`src/rtl/iter_seq_pkg.sv`:
```
package iter_seq_pkg;

    typedef enum logic [2:0] {
        ST_IDLE,
        ST_LOAD,
        ST_INIT,
        ST_CNU,
        ST_VNU,
        ST_CHK,
        ST_OUT,
        ST_DONE
    } seq_state_t;

    typedef struct packed {
        logic load;
        logic init;
        logic cn;
        logic vn;
    } phase_vec_t;

endpackage

```
`src/rtl/iter_seq_fsm.sv`:
```
module iter_seq_fsm
    import iter_seq_pkg::*;
(
    input  logic       clk,
    input  logic       rst,
    input  logic       start_i,
    input  phase_vec_t done_i,
    input  logic       last_iter_i,
    input  logic       last_addr_i,
    output seq_state_t state_o,
    output phase_vec_t pulse_o,
    output logic       iter_clr_o,
    output logic       iter_first_o,
    output logic       iter_step_o
);

    seq_state_t state_q, state_d;
    phase_vec_t pulse_q;

    always_comb begin
        state_d = state_q;
        unique case (state_q)
            ST_IDLE: if (start_i)         state_d = ST_LOAD;
            ST_LOAD: if (done_i.load)     state_d = ST_INIT;
            ST_INIT: if (done_i.init)     state_d = ST_CNU;
            ST_CNU:  if (done_i.cn)       state_d = ST_VNU;
            ST_VNU:  if (done_i.vn)       state_d = ST_CHK;
            ST_CHK:  state_d = last_iter_i ? ST_OUT : ST_CNU;
            ST_OUT:  if (last_addr_i)     state_d = ST_DONE;
            ST_DONE: if (start_i)         state_d = ST_LOAD;
            default: state_d = ST_IDLE;
        endcase
    end

    always_ff @(posedge clk) begin
        if (rst) begin
            state_q <= ST_IDLE;
            pulse_q <= '0;
        end else begin
            state_q      <= state_d;
            pulse_q.load <= (state_d == ST_LOAD) && (state_q != ST_LOAD);
            pulse_q.init <= (state_d == ST_INIT) && (state_q != ST_INIT);
            pulse_q.cn   <= (state_d == ST_CNU)  && (state_q != ST_CNU);
            pulse_q.vn   <= (state_d == ST_VNU)  && (state_q != ST_VNU);
        end
    end

    assign state_o      = state_q;
    assign pulse_o      = pulse_q;
    assign iter_clr_o   = (state_q != ST_LOAD) && (state_d == ST_LOAD);
    assign iter_first_o = (state_q == ST_INIT) && (state_d == ST_CNU);
    assign iter_step_o  = (state_q == ST_CHK)  && (state_d == ST_CNU);


    pulse_excl_chk: assert property (@(posedge clk) disable iff (rst)
        $onehot0({pulse_q.load, pulse_q.init, pulse_q.cn, pulse_q.vn}));


    cn_pulse_width_chk: assert property (@(posedge clk) disable iff (rst)
        pulse_q.cn |=> !pulse_q.cn);


    vn_after_cn_chk: assert property (@(posedge clk) disable iff (rst)
        $rose(pulse_q.vn) |-> $past(done_i.cn));


    busy_start_chk: assert property (@(posedge clk) disable iff (rst)
        (state_q != ST_IDLE && state_q != ST_DONE) |=> !pulse_q.load);

endmodule

```
`src/rtl/iter_seq_iter_cnt.sv`:
```
module iter_seq_iter_cnt #(
    parameter int MAX_ITER = 10,
    parameter int IW       = $clog2(MAX_ITER + 1)
) (
    input  logic          clk,
    input  logic          rst,
    input  logic          clr_i,
    input  logic          first_i,
    input  logic          step_i,
    output logic [IW-1:0] iter_o,
    output logic          last_o
);

    localparam logic [IW-1:0] ITER_TOP = IW'(MAX_ITER);

    logic [IW-1:0] iter_q;

    always_ff @(posedge clk) begin
        if (rst || clr_i)   iter_q <= '0;
        else if (first_i)   iter_q <= IW'(1);
        else if (step_i)    iter_q <= iter_q + 1'b1;
    end

    assign iter_o = iter_q;
    assign last_o = (iter_q == ITER_TOP);


    iter_bound_chk: assert property (@(posedge clk) disable iff (rst)
        iter_q <= ITER_TOP);


    iter_step_chk: assert property (@(posedge clk) disable iff (rst)
        step_i |=> iter_q == $past(iter_q) + 1'b1);

endmodule

```
`src/rtl/iter_seq_rd_cnt.sv`:
```
module iter_seq_rd_cnt #(
    parameter int CODE_LEN = 16,
    parameter int AW       = (CODE_LEN > 1) ? $clog2(CODE_LEN) : 1
) (
    input  logic          clk,
    input  logic          rst,
    input  logic          en_i,
    output logic [AW-1:0] addr_o,
    output logic          last_o
);

    localparam logic [AW-1:0] ADDR_TOP = AW'(CODE_LEN - 1);

    logic [AW-1:0] addr_q;

    always_ff @(posedge clk) begin
        if (rst)
            addr_q <= '0;
        else if (en_i)
            addr_q <= (addr_q == ADDR_TOP) ? '0 : addr_q + 1'b1;
    end

    assign addr_o = addr_q;
    assign last_o = (addr_q == ADDR_TOP);


    addr_seq_chk: assert property (@(posedge clk) disable iff (rst)
        (en_i && addr_q != ADDR_TOP) |=> en_i && (addr_q == $past(addr_q) + 1'b1));

endmodule

```
`src/rtl/iter_dec_seq.sv`:
```
module iter_dec_seq
    import iter_seq_pkg::*;
#(
    parameter int MAX_ITER = 10,
    parameter int CODE_LEN = 16,
    localparam int IW      = $clog2(MAX_ITER + 1),
    localparam int AW      = (CODE_LEN > 1) ? $clog2(CODE_LEN) : 1
) (
    input  logic          clk,
    input  logic          rst,
    input  logic          start_i,
    output logic          load_start_o,
    input  logic          load_done_i,
    output logic          init_start_o,
    input  logic          init_done_i,
    output logic          cn_start_o,
    input  logic          cn_done_i,
    output logic          vn_start_o,
    input  logic          vn_done_i,
    output logic [IW-1:0] iter_o,
    output logic          rd_en_o,
    output logic [AW-1:0] rd_addr_o,
    output logic          done_o
);

    seq_state_t state;
    phase_vec_t dones, pulses;
    logic       iter_clr, iter_first, iter_step, last_iter, last_addr;

    assign dones = '{load: load_done_i, init: init_done_i, cn: cn_done_i, vn: vn_done_i};

    iter_seq_fsm u_fsm (
        .clk          (clk),
        .rst          (rst),
        .start_i      (start_i),
        .done_i       (dones),
        .last_iter_i  (last_iter),
        .last_addr_i  (last_addr),
        .state_o      (state),
        .pulse_o      (pulses),
        .iter_clr_o   (iter_clr),
        .iter_first_o (iter_first),
        .iter_step_o  (iter_step)
    );

    iter_seq_iter_cnt #(.MAX_ITER(MAX_ITER), .IW(IW)) u_iter (
        .clk     (clk),
        .rst     (rst),
        .clr_i   (iter_clr),
        .first_i (iter_first),
        .step_i  (iter_step),
        .iter_o  (iter_o),
        .last_o  (last_iter)
    );

    iter_seq_rd_cnt #(.CODE_LEN(CODE_LEN), .AW(AW)) u_rd (
        .clk    (clk),
        .rst    (rst),
        .en_i   (rd_en_o),
        .addr_o (rd_addr_o),
        .last_o (last_addr)
    );

    assign load_start_o = pulses.load;
    assign init_start_o = pulses.init;
    assign cn_start_o   = pulses.cn;
    assign vn_start_o   = pulses.vn;
    assign rd_en_o      = (state == ST_OUT);
    assign done_o       = (state == ST_DONE);


    rd_gate_chk: assert property (@(posedge clk) disable iff (rst)
        rd_en_o |-> iter_o == IW'(MAX_ITER));


    done_hold_chk: assert property (@(posedge clk) disable iff (rst)
        (done_o && !start_i) |=> done_o && !rd_en_o);


    done_clear_chk: assert property (@(posedge clk) disable iff (rst)
        (done_o && start_i) |=> !done_o && load_start_o);

endmodule

```
`config.mk`:
```
export PLATFORM = sky130hd
export DESIGN_NAME = iter_dec_seq
export DESIGN_NICKNAME = d
export VERILOG_FILES = /design/src/rtl/iter_seq_pkg.sv /design/src/rtl/iter_seq_fsm.sv /design/src/rtl/iter_seq_iter_cnt.sv /design/src/rtl/iter_seq_rd_cnt.sv /design/src/rtl/iter_dec_seq.sv
export SDC_FILE = /design/constraint.sdc
export NUM_CORES = 1
export LEC_CHECK = 0
export ABC_AREA = 1
export BUFFER_PORTS_ARGS = -buffer_cell sky130_fd_sc_hd__buf_2
export CAP_MARGIN = 20
export CORE_UTILIZATION = 45
export DETAILED_ROUTE_END_ITERATION = 10
export PLACE_DENSITY = 0.73
export SYNTH_ARGS = -nofsm -noshare
export SYNTH_HDL_FRONTEND = slang
export SYNTH_SLANG_ARGS = --single-unit
```
`constraint.sdc`:
```
create_clock -name clk -period 1.5 [get_ports clk]
set_clock_uncertainty 0.1 [all_clocks]
set_input_delay 0.375 -clock clk [delete_from_list [all_inputs] [get_ports clk]]
set_output_delay 0.375 -clock clk [all_outputs]
set_load 0.03 [all_outputs]
```
==> impl_summary.log, run 1 <==
INFO  metric die_w = 43.6 um
INFO  metric drt-met1-wl = around 870 um
INFO  metric final_core_utilization = 73.8%
INFO  metric powerDensity = just over 800 nW/um^2
INFO  metric tritoncts = built
INFO  metric finalSetupTns = -0.133 ns
INFO  metric wirelength = approximately 2300 um
INFO  metric drv_slew = 0
INFO  metric yosys.cell_types.count = 20
INFO  metric min_period_over_period = 103%
INFO  metric fillers = 115
INFO  metric violated_checks = DRC, setup timing
INFO  metric ant_nets = 0
INFO  metric post_route_cells_drive_above_1_share = about 47%
INFO  metric met2_wirelength = around 1200 um
INFO  metric criticalPathCategory = reg -> reg
INFO  metric synth_area = just under 800 um^2
INFO  metric dr_total_vias = approximately 880
INFO  metric ff_latch_area = 319 um^2
INFO  metric multi_input_area = ~460 um^2
INFO  metric synth.mux.area_fraction = 0%
INFO  metric cts.hold.buffers_added = 0
INFO  metric worstPathMaxFanout = 5
INFO  metric most-common-layout-cells = 18 x sky130_fd_sc_hd__buf_2, 18 x sky130_fd_sc_hd__buf_4, 17 x sky130_fd_sc_hd__nand2_1, 14 x sky130_fd_sc_hd__nor2_1, 12 x sky130_fd_sc_hd__inv_1
INFO  metric endpoint_kind = flop
INFO  metric portBuffers = 20
INFO  metric nets = between 150 and 200
INFO  metric cts-htree-levels = 1
INFO  metric maxCapViolations = 0
INFO  metric report.final.hold_viol_count = 0
INFO  metric rsz0062_at_grt = yes
INFO  metric clk-insertion-delay-late = just under 0.3 ns
INFO  metric ys_seq_elements = 15
INFO  metric post-route-drc-count = 4
INFO  metric routability_cong = 0.862
INFO  metric maximum_number_of_pins_on_one_net_before_global_route_repair = 9
INFO  metric insertedDiodeCount = 0
INFO  metric worstPathRequired = roughly 1.6 ns
INFO  metric grt_first_pass_wirelength = 3150 um
INFO  metric worst_hold_path_type = in -> reg
INFO  metric ir_drop = approximately 0.00066 V
INFO  metric synth.top_cell.area_share = a little under 40%
INFO  metric initial_core_util = approximately half
INFO  metric dominant_combinational_cell_family_by_area_after_synthesis = simple AND/OR/NAND/NOR gates
INFO  metric fmaxAchievable = 646 MHz
INFO  metric drt_pre_antenna_iters = 7
INFO  metric synthTopCellsByArea = sky130_fd_sc_hd__dfxtp_1 39%, sky130_fd_sc_hd__nand2_1 9.7%, sky130_fd_sc_hd__nor2_1 8.7%
INFO  metric place.detailed.hpwl = 1260 um
INFO  metric tightestPinTransition = 0.307 ns
INFO  metric syn_area_per_cell = approximately 7 um^2
INFO  metric cts_num_sinks = 15
INFO  metric area_growth_syn_to_layout = 48.0%
INFO  metric dieArea = around 1900 um^2
INFO  metric yosys.area_share.simple = 36.1%
INFO  metric grt_pass1_vias = between 700 and 800
INFO  metric setup_viol_count_final = 5
INFO  metric synth.yosys.seq_area_share = about two fifths
INFO  metric dieHeight = 43.6 um
INFO  metric met3WireLength = 134 um
INFO  metric standard_cell_rows = 14
INFO  metric grt_overflow = 0
INFO  metric post_synth_inst_count = around 110
INFO  metric detailedRoute.firstIterationViolations = 46
INFO  metric num_io_pins = 21
INFO  metric number_of_antenna_violations_at_the_first_check_in_global_routing = 0
INFO  metric timing.critical_path.arrival = 1.68 ns
INFO  metric top_signal_layer_used = met4
INFO  metric post-route-worst-setup-slack = -0.0469 ns
INFO  metric post_synth_xor_area_fraction = roughly 2.3%
INFO  metric maxSlewHeadroom = about four fifths
INFO  metric number_of_buffers_between_clock_root_and_the_deepest_sink = 2
INFO  metric core-area = 1560 um^2
INFO  metric leakagePower = between 0.5 and 0.6 nW
INFO  metric post_synth_net_total = approximately 120
INFO  metric worstSetupStartpointType = flop
INFO  metric numCtsBuffers = 3
INFO  metric cts.reportedPaths.clkPinSlew = 0.09 ns
INFO  metric grt_use_total = 22.3%
INFO  metric wire_per_inst = about 14 um
INFO  metric status = complete, but fails checks
INFO  metric synth_top_area_cell = sky130_fd_sc_hd__dfxtp_1
INFO  metric avgViaCountPerCell = between 5 and 6
INFO  metric fin_crit = approximately 1.5 ns
INFO  metric synth_fa_ha_area_share = between 4 and 5%
INFO  metric synth_compound_area_share = 7.57%
INFO  metric clock_tree.root_cell = sky130_fd_sc_hd__clkbuf_4
INFO  metric synth_warnings = 0
## stage by stage
step | worst slack, ns | total power [W] | instances | cell area [um^2] | hold WS (ns)
floorplan | 0.000765 | 0.000577 | 108 | 787 | 0.432
global placement | -0.00107 | 0.000629 | 151 | 956 | 0.404
detailed placement | -0.0442 | 0.000630 | 151 | 956 | 0.401
CTS | 0.00116 | 0.000900 | 160 | 1070 | 0.250
global route | -0.116 | 0.000991 | 165 | 1150 | 0.259
finish | -0.0469 | 0.000942 | 165 | 1150 | 0.269
## cell type report
| class | instances | area share, % |
|---|---|---|
| repair buffers | 39 | 22.5 |
| inverters | 17 | 5.98 |
| multi-input cells | 74 | 39.7 |
| clock buffers | 4 | 2.29 |
| well taps | 16 | 1.74 |
| flip-flops and latches | 15 | 27.7 |
## power breakdown
part           leakage [nW]  internal, W  switching [W]
Combinational         0.450     0.000110       0.000154
Clock                0.0150     0.000104       0.000136
Sequential            0.126     0.000417      0.0000213
Total                 0.591     0.000631       0.000311
## cells in the mapped netlist, drive strengths merged
library cell  instances
dfxtp                15
clkbuf                2
a31oi                 1
xnor2                 2
ha                    3
nor3b                 1
nor2                 20
a21boi                1
nor3                  1
o21ai                 5
nand4                 5
nand2                20
inv                  17
a21oi                 4
nand3                11
## registers in the layout, summed over array words and instances (netlist names)
name           flops
u_fsm.state_o      3
u_fsm.pulse_o      4
u_iter.iter_o      4
u_rd.addr_o        4
## critical path, cell delays in order (launching register included)
cell                      delay, ns
sky130_fd_sc_hd__dfxtp_4       0.36
sky130_fd_sc_hd__inv_4         0.06
sky130_fd_sc_hd__ha_4          0.13
sky130_fd_sc_hd__nand2_4       0.06
sky130_fd_sc_hd__nor2_4        0.15
sky130_fd_sc_hd__nor2_4        0.07
sky130_fd_sc_hd__nor2_1        0.11
sky130_fd_sc_hd__nand2_1       0.09
sky130_fd_sc_hd__nand4_2       0.14
sky130_fd_sc_hd__nand3_2       0.10
sky130_fd_sc_hd__nor2_1        0.12
## path summary, 6_finish.rpt
check,start,endpoint,slack [ns],cells after the start
setup / recovery,u_iter.iter_o[0],u_iter.iter_o[2],-0.05,10
hold / removal,rst,u_rd.addr_o[1],0.27,2
setup reg to reg,u_iter.iter_o[0],u_iter.iter_o[2],-0.05,10
hold reg to reg,u_rd.addr_o[2],u_rd.addr_o[2],0.43,1
## routing by layer
layer | vias to the layer above | track usage, %
li1 | 426 | -
met1 | 418 | 25.3
met2 | 32 | 39.1
met3 | 6 | 5.42
met4 | 0 | 10.0
met5 | - | 0
## kinds of logic (layout without fill, tap and decap cells)
logic type | count (synthesis) | count (layout)
AOI/OAI and AO/OA | 11 | 11
adders and majority gates | 3 | 3
xor gates and xnor gates | 2 | 2
DFF | 15 | 15
and+or+nand+nor | 58 | 58
buffers and inverters | 19 | 60
## repair_timing
item,CTS,global route
pin swaps,7,14
hold endpoints to repair,0,0
endpoints found under the setup margin,6,9
resized for setup,18,14
setup buffers,5,5
gates cloned,0,0
(Power assumes the default switching activity.)
==> run 2, diff against run 1 <==
--- a/config.mk
+++ b/config.mk
@@ -7,10 +7,10 @@
 export LEC_CHECK = 0
 export ABC_AREA = 1
 export BUFFER_PORTS_ARGS = -buffer_cell sky130_fd_sc_hd__buf_2
-export CAP_MARGIN = 20
-export CORE_UTILIZATION = 45
+export CORE_UTILIZATION = 46
 export DETAILED_ROUTE_END_ITERATION = 10
 export PLACE_DENSITY = 0.73
 export SYNTH_ARGS = -nofsm -noshare
 export SYNTH_HDL_FRONTEND = slang
+export SYNTH_HIERARCHICAL = 1
 export SYNTH_SLANG_ARGS = --single-unit
==> run 2 against run 1 <==
Non-clock buffer count is 7 higher. Cell area is 14% higher. Critical endpoint is now u_iter/iter_o[1]. The run ends with setup timing left. Sequential share of layout area is 3.2 points lower. Largest power group unchanged.
==> impl_summary.log, run 2 <==
INFO  metric maximum_number_of_pins_on_one_net_before_global_route_repair = 9 (unchanged)
INFO  metric initial_core_util = 48.9% (-0.98 points)
INFO  metric violated_checks = setup timing
INFO  metric post-route-drc-count = 0 (-4)
INFO  metric wire_per_inst = 10.5 um (-24%)
INFO  metric area_growth_syn_to_layout = 56.8%
INFO  metric insertedDiodeCount = 0 (unchanged)
INFO  metric critical_path_s_top_delay_family = simple AND/OR/NAND/NOR gates
INFO  metric number_of_buffers_between_clock_root_and_the_deepest_sink = 2 (unchanged)
INFO  metric synth_area = 835 um^2 (+7.4%)
INFO  metric grt_first_pass_wirelength = 3320 um (+5.5%)
INFO  metric synth_warnings = 6 (+6)
INFO  metric worstPathMaxFanout = 2 (-3)
INFO  metric worstSetupStartpointType = flop
INFO  metric fin_hold_ws = 0.230 ns (-0.0390 ns)
INFO  metric cts_num_sinks = 15 (unchanged)
INFO  metric powerDensity = 784 nW/um^2 (-4.4%)
INFO  metric post_synth_net_total = 139 (+18%)
INFO  metric leakagePower = 0.690 nW (+17%)
INFO  metric number_of_flops_mapped_to_enable_cells_by_yosys = 0 (unchanged)
INFO  metric grt_overflow = 0 (unchanged)
INFO  metric final_core_utilization = 76.6% (+2.9 points)
INFO  metric post_route_cells_drive_above_1_share = 51.7% (+4.7 points)
INFO  metric cts-htree-levels = 1 (unchanged)
INFO  metric synth.yosys.seq_area_share = 36.0% (-2.7 points)
INFO  metric criticalPathCategory = reg -> reg
INFO  metric numPlacedInstances = 195 (+29%)
INFO  metric avgViaCountPerCell = 4.70 (-12%)
INFO  metric synthTopCellsByArea = sky130_fd_sc_hd__dfxtp_1 36%, sky130_fd_sc_hd__nand2_1 15%, sky130_fd_sc_hd__nor2_1 9.9%
INFO  metric fmaxAchievable = 554 MHz (-14%)
INFO  metric ant_nets = 0 (unchanged)
INFO  metric report.final.hold_viol_count = 0 (unchanged)
INFO  metric ir_drop = 0.000764 V (+16%)
INFO  metric dieArea = 1990 um^2 (+4.8%)
INFO  metric dp_worst_setup_slack = -0.240 ns (-0.196 ns)
INFO  metric setup_viol_count_final = 9 (+4)
INFO  metric syn_area_per_cell = 6.47 um^2 (-10%)
INFO  metric wirelength = 2140 um (-6.6%)
INFO  metric ys_seq_elements = 15 (unchanged)
INFO  metric clk-insertion-delay-late = 0.28 ns (about the same)
INFO  metric grt_pass1_vias = 857 (+8.5%)
INFO  metric fin_crit = 1.80 ns (+0.257 ns)
INFO  metric min_period_over_period = 120% (+17 points)
INFO  metric synth-async-reset-ratio = 0% (unchanged)
INFO  metric dieHeight = 44.6 um (+2.4%)
INFO  metric maxCapViolations = 0 (unchanged)
INFO  metric place.detailed.hpwl = 1540 um (+22%)
INFO  metric portBuffers = 20 (unchanged)
INFO  metric dr_total_vias = 954 (+8.2%)
INFO  metric synth_commonest_cells = 33 x sky130_fd_sc_hd__nand2_1, 22 x sky130_fd_sc_hd__nor2_1, 20 x sky130_fd_sc_hd__inv_1
INFO  metric yosys.cell_types.count = 20 (unchanged)
INFO  metric core-area = 1710 um^2 (+9.6%)
INFO  metric tritoncts = built
INFO  metric routability_cong = 0.926 (+7.4%)
INFO  metric cpPeakStageDelay = 0.36 ns (about the same)
INFO  metric synth_top_area_cell = sky130_fd_sc_hd__dfxtp_1
INFO  metric synth.top_cell.area_share = 36.0% (-2.7 points)
INFO  metric drt_pre_antenna_iters = 4 (-3)
INFO  metric numCtsBuffers = 3 (unchanged)
INFO  metric nets = 189 (+18%)
INFO  metric crit_path_top_delay_cell = sky130_fd_sc_hd__dfxtp_4
INFO  metric finish.instance_area = 1310 um^2 (+14%)
INFO  metric worstPathRequired = 1.61 ns (-0.03 ns)
INFO  metric num_io_pins = 21 (unchanged)
INFO  metric status = complete, but fails checks
INFO  metric worst_hold_path_type = in -> reg
INFO  metric timing.critical_path.cells = inv_4, ha_4, nand2_2, nor2_1, inv_1, nand4_1, nand2_1, nor2_2, nand3_2, nand2_2, inv_2, inv_2, nand2_2, nor2_4, inv_2, a21oi_2
INFO  metric rsz0062_at_grt = yes
INFO  metric drv_slew = 0 (unchanged)
INFO  metric post-route-worst-setup-slack = -0.304 ns (-0.257 ns)
INFO  metric die_w = 44.6 um (+2.4%)
INFO  metric post_synth_inst_count = 129 (+19%)
INFO  metric maxSlewHeadroom = 87.1% (+7.8 points)
INFO  metric fillers = 120 (+4.3%)
INFO  metric detailedRoute.firstIterationViolations = 9 (-80%)
INFO  metric standard_cell_rows = 15 (+1)
INFO  metric yosysMostFrequentCell = sky130_fd_sc_hd__nand2_1
INFO  metric detailed_place.area = 1160 um^2 (+22%)
INFO  metric layout.cells.most_common = sky130_fd_sc_hd__nand2_1
INFO  metric clock_tree.root_cell = sky130_fd_sc_hd__clkbuf_4
INFO  metric endpoint_kind = flop
INFO  metric cts.reportedPaths.clkPinSlew = 0.09 ns (about the same)
INFO  metric most-common-layout-cells = 29 x sky130_fd_sc_hd__nand2_1, 23 x sky130_fd_sc_hd__buf_4, 18 x sky130_fd_sc_hd__buf_2, 15 x sky130_fd_sc_hd__nor2_1, 14 x sky130_fd_sc_hd__inv_1
INFO  metric timing.critical_path.arrival = 1.91 ns (+0.23 ns)
INFO  metric grt_use_total = 22.7% (+0.43 points)
INFO  metric instances_no_fill = 203 (+23%)
INFO  metric multi_input_area = 497 um^2 (+8.8%)
INFO  metric synth_ff_type = sky130_fd_sc_hd__dfxtp_1
INFO  metric wp_buf_inv = 5 (+4)
INFO  metric ff_latch_area = 322 um^2 (+0.78%)
INFO  metric tightestPinTransition = 0.191 ns (-0.115 ns)
INFO  metric number_of_antenna_violations_at_the_first_check_in_global_routing = 0 (unchanged)
## run 2: cell count changes in the layout (fill, tap and decap cells not counted), moves of 3 or more
cell and delta:
sky130_fd_sc_hd__buf_4 +5, sky130_fd_sc_hd__inv_2 +6, sky130_fd_sc_hd__nand2_1 +12, sky130_fd_sc_hd__nand2_2 +5, sky130_fd_sc_hd__nor2_2 +6, sky130_fd_sc_hd__o21ai_0 -3
## run 2: logic make-up (layout without fill, tap and decap cells)
group / count (synthesis) / after routing / synth area share [%]
flops: 15 / 15 / 36.0
buf+inv: 27 / 76 / 13.0
xor+xnor: 1 / 1 / 1.05
simple gates: 77 / 77 / 41.8
compound gates: 6 / 6 / 3.60
fa+ha+maj: 3 / 3 / 4.50
## run 2: layer usage
metal  up-vias  part of all wire (%)  GRT usage, %
met5         -                     0             0
li1        493                     -             -
met3         6                   3.4          6.12
met1       430                    41          24.8
met2        25                    53          42.6
met4         0                   2.3          6.06
## run 2: timing repair
action,CTS,global route
resized for setup,12,22
setup buffers,2,2
endpoints found under the hold margin,0,0
hold buffers,0,0
endpoints found under the setup margin,9,10
pin swaps,3,10
## run 2: per-stage QoR
stage          setup TNS [ns]  total power, W
2_1_floorplan          -0.436        0.000619
3_3_place_gp           -0.564        0.000727
3_5_place_dp           -0.780        0.000731
4_1_cts                 -1.25        0.000987
6_report                -1.68         0.00103
5_1_grt                 -3.07         0.00109
## run 2: final cells by class
cell class                 instances  share of cell area (%)
tap                               25                    2.39
multi-input combinational         87                    38.0
clock buffer                       4                    2.01
inverter                          26                    8.03
sequential                        15                    24.6
timing repair buffer              46                    25.0
## run 2: worst reg2reg max path: stages, from the launching register on
cell and delay, ns:
sky130_fd_sc_hd__dfxtp_4 0.36, sky130_fd_sc_hd__inv_4 0.05, sky130_fd_sc_hd__ha_4 0.11, sky130_fd_sc_hd__nand2_2 0.05, sky130_fd_sc_hd__nor2_1 0.11, sky130_fd_sc_hd__inv_1 0.07
sky130_fd_sc_hd__nand4_1 0.11, sky130_fd_sc_hd__nand2_1 0.08, sky130_fd_sc_hd__nor2_2 0.11, sky130_fd_sc_hd__nand3_2 0.08, sky130_fd_sc_hd__nand2_2 0.07, sky130_fd_sc_hd__inv_2 0.04
sky130_fd_sc_hd__inv_2 0.04, sky130_fd_sc_hd__nand2_2 0.07, sky130_fd_sc_hd__nor2_4 0.13, sky130_fd_sc_hd__inv_2 0.05, sky130_fd_sc_hd__a21oi_2 0.10
## run 2: path summary, 6_finish.rpt
| kind | startpoint | slack, ns | cells past startpoint | to |
|---|---|---|---|---|
| worst min register to register | u_fsm/state_o[2] | 0.40 | 1 | u_fsm/pulse_o[2] |
| worst max register to register | u_iter/iter_o[0] | -0.30 | 16 | u_iter/iter_o[1] |
| worst min-delay path | load_done_i | 0.23 | 3 | u_fsm/pulse_o[2] |
| worst max-delay path | u_iter/iter_o[0] | -0.30 | 16 | u_iter/iter_o[1] |
## run 2: power breakdown
group,leakage (nW),switching (W),internal (W)
clock network,0.0150,0.000122,0.000103
registers,0.126,0.0000189,0.000417
logic,0.549,0.000200,0.000165
total,0.690,0.000341,0.000685
